File: src/rtl/gpioc_pkg.sv
// Shared constants, address helpers and the detection code type for the
// banked GPIO controller. Assumes banks of eight pins whose address blocks
// are spaced 16 bytes apart (control) or one byte apart (bank registers).
package gpioc_pkg;
    localparam int BANK_PINS   = 8;
    localparam int ADDR_W      = 8;
    localparam int DATA_W      = 8;
    localparam int CTLO_W      = 6;
    localparam int BANK_STRIDE = 16;

    localparam logic [ADDR_W-1:0] CTLO_BASE  = 8'h2B;
    localparam logic [ADDR_W-1:0] CTLI_BASE  = 8'h33;
    localparam logic [ADDR_W-1:0] PEND_BASE  = 8'h0B;
    localparam logic [ADDR_W-1:0] MASK_BASE  = 8'h19;
    localparam logic [ADDR_W-1:0] SLEEP_BASE = 8'h1B;

    typedef enum logic [1:0] {
        DET_OFF  = 2'd0,
        DET_FALL = 2'd1,
        DET_RISE = 2'd2,
        DET_BOTH = 2'd3
    } det_mode_e;

    function automatic logic [ADDR_W-1:0] ctlo_addr(input int pin);
        return CTLO_BASE + ADDR_W'(BANK_STRIDE * (pin / BANK_PINS)) + ADDR_W'(pin % BANK_PINS);
    endfunction

    function automatic logic [ADDR_W-1:0] ctli_addr(input int pin);
        return CTLI_BASE + ADDR_W'(BANK_STRIDE * (pin / BANK_PINS)) + ADDR_W'(pin % BANK_PINS);
    endfunction

    function automatic logic [ADDR_W-1:0] bank_addr(input logic [ADDR_W-1:0] base, input int bank);
        return base + ADDR_W'(bank);
    endfunction
endpackage

File: src/rtl/gpioc_sync.sv
// Two-flop synchroniser for asynchronous pin inputs, followed by a history
// flop that yields one-cycle rise and fall pulses of the synchronised level.
// Assumes pin_in may change at any time relative to clk.
module gpioc_sync #(
    parameter int W = 16
) (
    input  logic         clk,
    input  logic         rst_n,
    input  logic [W-1:0] pin_in,
    output logic [W-1:0] level,
    output logic [W-1:0] rise,
    output logic [W-1:0] fall
);
    logic [W-1:0] meta_q, sync_q, hist_q;
    logic [1:0]   up_cnt;

    // Synchroniser chain and one-cycle history of the synchronised level.
    always_ff @(posedge clk) begin
        if (!rst_n) begin
            meta_q <= '0;
            sync_q <= '0;
            hist_q <= '0;
        end else begin
            meta_q <= pin_in;
            sync_q <= meta_q;
            hist_q <= sync_q;
        end
    end

    assign level = sync_q;
    assign rise  = sync_q & ~hist_q;
    assign fall  = ~sync_q & hist_q;

    // Edges counted since reset release, saturating, used by the latency check.
    always_ff @(posedge clk) begin
        if (!rst_n)            up_cnt <= '0;
        else if (up_cnt != 2'd3) up_cnt <= up_cnt + 2'd1;
    end

    assert_level_latency_R4: assert property (@(posedge clk) disable iff (!rst_n)
        (up_cnt >= 2'd2) |-> (level == $past(pin_in, 2)));
endmodule

File: src/rtl/gpioc_pending.sv
// Per-pin edge qualification and pending capture, plus the masked interrupt
// combine. Assumes rise/fall are single-cycle pulses from the synchroniser and
// clr is a one-cycle write-1-to-clear vector.
module gpioc_pending
    import gpioc_pkg::*;
#(
    parameter int NUM_PINS = 16
) (
    input  logic                     clk,
    input  logic                     rst_n,
    input  logic [NUM_PINS-1:0]      rise,
    input  logic [NUM_PINS-1:0]      fall,
    input  det_mode_e [NUM_PINS-1:0] mode,
    input  logic [NUM_PINS-1:0]      clr,
    input  logic [NUM_PINS-1:0]      mask,
    output logic [NUM_PINS-1:0]      pend,
    output logic                     irq
);
    logic [NUM_PINS-1:0] hit;

    for (genvar i = 0; i < NUM_PINS; i++) begin : g_pin
        // Edge qualification: falling uses code bit 0, rising uses code bit 1.
        always_comb begin
            hit[i] = (mode[i][1] & rise[i]) | (mode[i][0] & fall[i]);
        end

        // Pending flop: a new edge takes priority over a clearing write.
        always_ff @(posedge clk) begin
            if (!rst_n) pend[i] <= 1'b0;
            else        pend[i] <= (pend[i] & ~clr[i]) | hit[i];
        end

        assert_edge_sets_pending_R5: assert property (@(posedge clk) disable iff (!rst_n)
            hit[i] |=> pend[i]);
        assert_edge_beats_clear_R8: assert property (@(posedge clk) disable iff (!rst_n)
            (hit[i] && clr[i]) |=> pend[i]);
        assert_clear_drops_R7: assert property (@(posedge clk) disable iff (!rst_n)
            (clr[i] && !hit[i]) |=> !pend[i]);
        assert_zero_write_holds_R7: assert property (@(posedge clk) disable iff (!rst_n)
            (pend[i] && !clr[i]) |=> pend[i]);
        assert_off_stays_idle_R5: assert property (@(posedge clk) disable iff (!rst_n)
            (mode[i] == DET_OFF && !pend[i]) |=> !pend[i]);
    end

    // Interrupt combine over unmasked pending bits.
    always_comb begin
        irq = |(pend & ~mask);
    end

    assert_full_mask_quiet_R6: assert property (@(posedge clk) disable iff (!rst_n)
        (&mask) |-> !irq);
endmodule

File: src/rtl/gpioc_regfile.sv
// Register file: per-pin output and input control bytes, per-bank mask and
// sleep mask bytes, the pending clear strobe and the read multiplexer.
// Assumes a single-cycle write strobe and an address stable across the edge.
module gpioc_regfile
    import gpioc_pkg::*;
#(
    parameter int NUM_BANKS = 2,
    localparam int NUM_PINS = NUM_BANKS * BANK_PINS
) (
    input  logic                                 clk,
    input  logic                                 rst_n,
    input  logic [ADDR_W-1:0]                    addr,
    input  logic                                 wr_en,
    input  logic [DATA_W-1:0]                    wdata,
    output logic [DATA_W-1:0]                    rdata,
    input  logic [NUM_PINS-1:0]                  level,
    input  logic [NUM_PINS-1:0]                  pend,
    output logic [NUM_PINS-1:0][CTLO_W-1:0]      ctlo,
    output det_mode_e [NUM_PINS-1:0]             mode,
    output logic [NUM_PINS-1:0]                  mask,
    output logic [NUM_PINS-1:0]                  clr
);
    logic [NUM_PINS-1:0][CTLO_W-1:0] ctlo_q;
    det_mode_e [NUM_PINS-1:0]        mode_q;
    logic [NUM_PINS-1:0]             mask_q;
    logic [NUM_PINS-1:0]             sleep_q;
    logic                            mapped;

    // Register writes; unmatched addresses touch nothing.
    always_ff @(posedge clk) begin
        if (!rst_n) begin
            ctlo_q  <= '0;
            mode_q  <= {NUM_PINS{DET_OFF}};
            mask_q  <= '0;
            sleep_q <= '0;
        end else if (wr_en) begin
            for (int i = 0; i < NUM_PINS; i++) begin
                if (addr == ctlo_addr(i)) ctlo_q[i] <= wdata[CTLO_W-1:0];
                if (addr == ctli_addr(i)) mode_q[i] <= det_mode_e'(wdata[2:1]);
            end
            for (int b = 0; b < NUM_BANKS; b++) begin
                if (addr == bank_addr(MASK_BASE, b))
                    mask_q[b*BANK_PINS +: BANK_PINS] <= wdata;
                if (addr == bank_addr(SLEEP_BASE, b))
                    sleep_q[b*BANK_PINS +: BANK_PINS] <= wdata;
            end
        end
    end

    // Write-1-to-clear strobe for the pending bytes.
    always_comb begin
        clr = '0;
        for (int b = 0; b < NUM_BANKS; b++) begin
            if (wr_en && addr == bank_addr(PEND_BASE, b))
                clr[b*BANK_PINS +: BANK_PINS] = wdata;
        end
    end

    // Read multiplexer and address-hit flag.
    always_comb begin
        rdata  = '0;
        mapped = 1'b0;
        for (int i = 0; i < NUM_PINS; i++) begin
            if (addr == ctlo_addr(i)) begin
                rdata  = {{(DATA_W-CTLO_W){1'b0}}, ctlo_q[i]};
                mapped = 1'b1;
            end
            if (addr == ctli_addr(i)) begin
                rdata  = {5'b0, mode_q[i], level[i]};
                mapped = 1'b1;
            end
        end
        for (int b = 0; b < NUM_BANKS; b++) begin
            if (addr == bank_addr(PEND_BASE, b)) begin
                rdata  = pend[b*BANK_PINS +: BANK_PINS];
                mapped = 1'b1;
            end
            if (addr == bank_addr(MASK_BASE, b)) begin
                rdata  = mask_q[b*BANK_PINS +: BANK_PINS];
                mapped = 1'b1;
            end
            if (addr == bank_addr(SLEEP_BASE, b)) begin
                rdata  = sleep_q[b*BANK_PINS +: BANK_PINS];
                mapped = 1'b1;
            end
        end
    end

    assign ctlo = ctlo_q;
    assign mode = mode_q;
    assign mask = mask_q;

    assert_unmapped_write_inert_R10: assert property (@(posedge clk) disable iff (!rst_n)
        (wr_en && !mapped) |=> ($stable(ctlo_q) && $stable(mode_q) && $stable(mask_q) && $stable(sleep_q)));
    assert_unmapped_read_zero_R10: assert property (@(posedge clk) disable iff (!rst_n)
        !mapped |-> (rdata == '0));
endmodule

File: src/rtl/gpio_edge_ctrl.sv
// Top of the banked GPIO controller: synchroniser, register file and pending
// logic, with the output-control bits fanned out to the pad control pins.
// Assumes pin_in is asynchronous and the register port is driven synchronously.
module gpio_edge_ctrl
    import gpioc_pkg::*;
#(
    parameter int NUM_BANKS = 2,
    localparam int NUM_PINS = NUM_BANKS * BANK_PINS
) (
    input  logic                  clk,
    input  logic                  rst_n,
    input  logic [ADDR_W-1:0]     reg_addr,
    input  logic                  reg_wr,
    input  logic [DATA_W-1:0]     reg_wdata,
    output logic [DATA_W-1:0]     reg_rdata,
    input  logic [NUM_PINS-1:0]   pin_in,
    output logic [NUM_PINS-1:0]   pad_out,
    output logic [NUM_PINS-1:0]   pad_oe,
    output logic [NUM_PINS-1:0]   pad_od,
    output logic [NUM_PINS-1:0]   pad_pull_en,
    output logic [2*NUM_PINS-1:0] pad_pull_sel,
    output logic                  irq
);
    logic [NUM_PINS-1:0]             level, rise, fall, pend, mask, clr;
    logic [NUM_PINS-1:0][CTLO_W-1:0] ctlo;
    det_mode_e [NUM_PINS-1:0]        mode;

    gpioc_sync #(.W(NUM_PINS)) u_sync (
        .clk    (clk),
        .rst_n  (rst_n),
        .pin_in (pin_in),
        .level  (level),
        .rise   (rise),
        .fall   (fall)
    );

    gpioc_regfile #(.NUM_BANKS(NUM_BANKS)) u_regs (
        .clk    (clk),
        .rst_n  (rst_n),
        .addr   (reg_addr),
        .wr_en  (reg_wr),
        .wdata  (reg_wdata),
        .rdata  (reg_rdata),
        .level  (level),
        .pend   (pend),
        .ctlo   (ctlo),
        .mode   (mode),
        .mask   (mask),
        .clr    (clr)
    );

    gpioc_pending #(.NUM_PINS(NUM_PINS)) u_pend (
        .clk    (clk),
        .rst_n  (rst_n),
        .rise   (rise),
        .fall   (fall),
        .mode   (mode),
        .clr    (clr),
        .mask   (mask),
        .pend   (pend),
        .irq    (irq)
    );

    // Pad control fan-out from each pin's output-control byte.
    for (genvar i = 0; i < NUM_PINS; i++) begin : g_pad
        assign pad_out[i]          = ctlo[i][0];
        assign pad_pull_sel[2*i+:2] = ctlo[i][2:1];
        assign pad_pull_en[i]      = ctlo[i][3];
        assign pad_od[i]           = ctlo[i][4];
        assign pad_oe[i]           = ctlo[i][5];
    end

    assert_pads_move_on_write_R3: assert property (@(posedge clk) disable iff (!rst_n)
        !reg_wr |=> ($stable(pad_oe) && $stable(pad_out) && $stable(pad_pull_sel)));
endmodule

File: config.mk
export PLATFORM = sky130hd
export DESIGN_NAME = gpio_edge_ctrl
export DESIGN_NICKNAME = d
export VERILOG_FILES = /design/src/rtl/gpioc_pkg.sv /design/src/rtl/gpioc_sync.sv /design/src/rtl/gpioc_pending.sv /design/src/rtl/gpioc_regfile.sv /design/src/rtl/gpio_edge_ctrl.sv
export SDC_FILE = /design/constraint.sdc
export NUM_CORES = 1
export LEC_CHECK = 0
export CORE_MARGIN = 4
export CORE_UTILIZATION = 35
export CTS_CLUSTER_DIAMETER = 150
export CTS_CLUSTER_SIZE = 12
export DETAILED_ROUTE_END_ITERATION = 12
export PLACE_DENSITY = 0.62
export SYNTH_ARGS = -nofsm -noshare
export SYNTH_HDL_FRONTEND = slang
export SYNTH_SLANG_ARGS = --single-unit
File: constraint.sdc
create_clock -name clk -period 5.9 [get_ports clk]
set_input_delay 0.59 -clock clk [delete_from_list [all_inputs] [get_ports clk]]
set_output_delay 0.59 -clock clk [all_outputs]
set_load 0.01 [all_outputs]
==> results.py <==
metrics = {
    "status": {
        "status": "complete, no violations",
    },
    "timing": {
        "fin_crit_sh": 0.8799,
        "setup_slack_ns": 0.7085,
        "setup_viol": 0,
        "fmax_mhz": 192.6,
        "hold_viol": 0,
        "drv_slew": 0,
        "worstMarginPinSlew_ns": 0.8325,
        "skew_ns": 0.01041,
        "relSlewSlack": 0.4407,
        "hold_ws_ns": 0.4298,
        "tns_ns": 0,
        "rsz0062_at_grt": "false",
        "fin_crit_ns": 5.191,
    },
    "yosys": {
        "synth_edf_count": 0,
        "synth-seq-area-share": 0.4133,
        "ys.warnings.count": 0,
        "ys.flop_type": "dfxtp_1",
        "ys_top_cells_by_area": "dfxtp_1 41%, a21boi_0 8.2%, nand2_1 7.8%, mux2i_1 5.0%, nand3_1 4.9%",
        "synth_area_per_cell_sq_um": 8.115,
        "synth_top_cell_by_area": "dfxtp_1",
        "yosysTopAreaCellShare": 0.4133,
        "ys_ff_latch": 224,
        "synthTopCellsByCount": "225 x nand2_1, 224 x dfxtp_1, 118 x a21boi_0",
        "synthesis.nets": 1372,
        "synth.most_common_cell": "nand2_1",
        "synthCells": 1337,
        "synth_cell_types": 65,
        "async_flop_share": 0,
        "synth_area_sq_mm": 0.01085,
    },
    "clocking": {
        "cts_sinks": 224,
        "clock_latency_ns": 0.52,
        "clk_pin_slew_ns": 0.06,
        "clk_path_buf_depth": 3,
        "cts_setup_buffers": 0,
        "cts_resized": 0,
        "cts_buffers": 22,
        "cts_max_level": 1,
        "cts_tree": "done",
        "clock-root-buffer": "clkbuf_16",
        "hold_buffers": 0,
    },
    "floorplanning": {
        "rows": 64,
        "coreArea_sq_mm": 0.03059,
        "start_util": 0.3547,
        "die_area_sq_mm": 0.03388,
        "ios": 140,
        "fp.dieW_microns": 184.1,
        "die_height_microns": 184.1,
    },
    "route": {
        "num_vias": 10460,
        "routedWlPerCell_microns": 23.91,
        "ant_nets": 0,
        "first_pass_iters": 5,
        "wirelength_microns": 44050,
        "vias_per_cell": 5.680,
        "detail_route.iter0.violations": 934,
        "drc": 0,
    },
    "global_routing": {
        "grt_usage": 0.2520,
        "grt_pass1_vias": 10010,
        "grt_pass1_wl_microns": 65700,
        "grt_max_degree": 96,
        "grt-ovfl-total": 0,
        "antenna_found_initial": 1,
    },
    "setup_path": {
        "crit_type": "in2out",
        "cp.required_ns": 5.31,
        "end_kind": "output port",
        "crit_buf_inv": 3,
        "crit_family": "buffers and inverters",
        "critPathLaunchType": "input pin",
        "crit_fanout": 17,
        "path_cells": "clkdlybuf4s50_1 > nand2b_1 > nor3_4 > a22o_1 > nor4_1 > o221ai_2 > a21oi_1 > a2111oi_0 > buf_4 > a211o_1 > clkdlybuf4s50_1",
        "reg2reg_slack_ns": 4.45,
        "crit_arrival_ns": 4.60,
        "slowest_stage": "clkdlybuf4s50_1",
        "critical_path.most_common_cell": "clkdlybuf4s50_1",
        "max_stage_delay_ns": 0.96,
    },
    "layout": {
        "layout-drive-gt1-share": 0.06570,
        "stdcell_count": 1842,
        "syn_to_final_growth_pct": 22.53,
        "nFillCells": 3131,
        "n_antenna_cell": 0,
        "nets": 1481,
    },
    "place": {
        "finalWeightedCongestion": 0.9755,
        "placedCellCount": 1818,
        "pre_cts_slack_ns": 0.7985,
        "post-dp-hpwl_microns": 32140,
        "io_buffers": 139,
    },
    "power": {
        "p_total_mw": 3.062,
        "ir_drop_mv": 0.1772,
        "powerDensity_mw_per_mm2": 230.4,
        "p_leak_nw": 4.551,
    },
    "job": {
        "max_cap_violations": 0,
    },
    "worst_hold_path": {
        "min_path_type": "reg2reg",
    },
}
worst reg2reg max path: cells and delay by family, from the launching register on:
kind	cells	cell delay [ns]
AOI/OAI and AO/OA	2	0.69
DFF	1	0.47
and+or+nand+nor	2	0.23
through the flow:
step           utilization  cell area, sq um
2_1_floorplan            -             10850
3_3_place_gp        0.4148             12690
3_5_place_dp        0.4148             12690
4_1_cts             0.4346             13290
5_1_grt             0.4346             13290
6_report            0.4346             13290
placed cells by master (no fill, tap or decap), types with 5 or more instances in the layout:
cell type | Yosys | routed
nor2b_1 | 63 | 63
a21oi_1 | 50 | 50
a221oi_1 | 15 | 15
nand2_1 | 225 | 225
clkdlybuf4s50_1 | 0 | 136
o221ai_1 | 6 | 6
nand3b_1 | 19 | 19
o22ai_1 | 22 | 22
a22o_1 | 9 | 9
a21boi_0 | 118 | 118
inv_1 | 24 | 24
o21ai_0 | 75 | 75
clkbuf_16 | 0 | 23
mux2i_1 | 54 | 54
nand2b_1 | 5 | 5
o31ai_1 | 5 | 5
nor3_1 | 15 | 15
and2_1 | 53 | 53
nand3_1 | 107 | 107
buf_4 | 2 | 50
nor2_1 | 49 | 49
a22oi_1 | 14 | 14
nor3_2 | 5 | 5
dfxtp_1 | 224 | 224
final cells by class:
| type | instances | area [sq um] | area share |
|---|---|---|---|
| inverters | 24 | 90.09 | 0.006776 |
| clock inverters | 1 | 30.03 | 0.002259 |
| flip-flops and latches | 224 | 4484 | 0.3373 |
| clock buffers | 23 | 575.6 | 0.04329 |
| well taps | 396 | 495.5 | 0.03727 |
| multi-input cells | 985 | 5852 | 0.4402 |
| repair buffers | 189 | 1767 | 0.1329 |
cell families (layout without fill, tap and decap cells):
logic type	Yosys count	after routing	synth area share
simple gates	577	577	0.2680
compound gates	352	352	0.2195
flops	224	224	0.4133
buf+inv	128	237	0.04728
mux	56	56	0.05190
final timing paths:
| kind | cells after the start | end | start |
|---|---|---|---|
| min | 1 | u_sync.level[15]$_SDFF_PN0_ | u_sync.meta_q[15]$_SDFF_PN0_ |
| max | 11 | reg_rdata[1] | reg_addr[2] |
| min reg2reg | 1 | u_sync.level[15]$_SDFF_PN0_ | u_sync.meta_q[15]$_SDFF_PN0_ |
| max reg2reg | 4 | u_pend.pend[10]$_SDFF_PN0_ | u_sync.level[10]$_SDFF_PN0_ |
state kept, by name, summed over array words and instances (netlist names):
name,count
u_regs.sleep_q,16
u_regs.ctlo,96
u_regs.mode,32
u_regs.mask,16
u_sync.level,16
u_sync.meta_q,16
u_sync.hist_q,16
u_pend.pend,16
metal layers:
| layer | wire, microns | share of wire | track usage | vias up |
|---|---|---|---|---|
| met1 | 19680 | 0.45 | 0.3534 | 5070 |
| met3 | 2975 | 0.068 | 0.03601 | 82 |
| met5 | 14 | 0.00032 | 0 | - |
| met2 | 19930 | 0.45 | 0.4033 | 405 |
| li1 | - | - | - | 4904 |
| met4 | 1449 | 0.033 | 0.07601 | 2 |
power by group:
group | switching [mW] | total (mW) | internal, mW
Sequential | 0.0108 | 1.54 | 1.53
Clock | 0.579 | 1.31 | 0.727
Combinational | 0.139 | 0.219 | 0.0795
Total | 0.729 | 3.06 | 2.33
No activity file was read; power rests on OpenSTA's default activity.
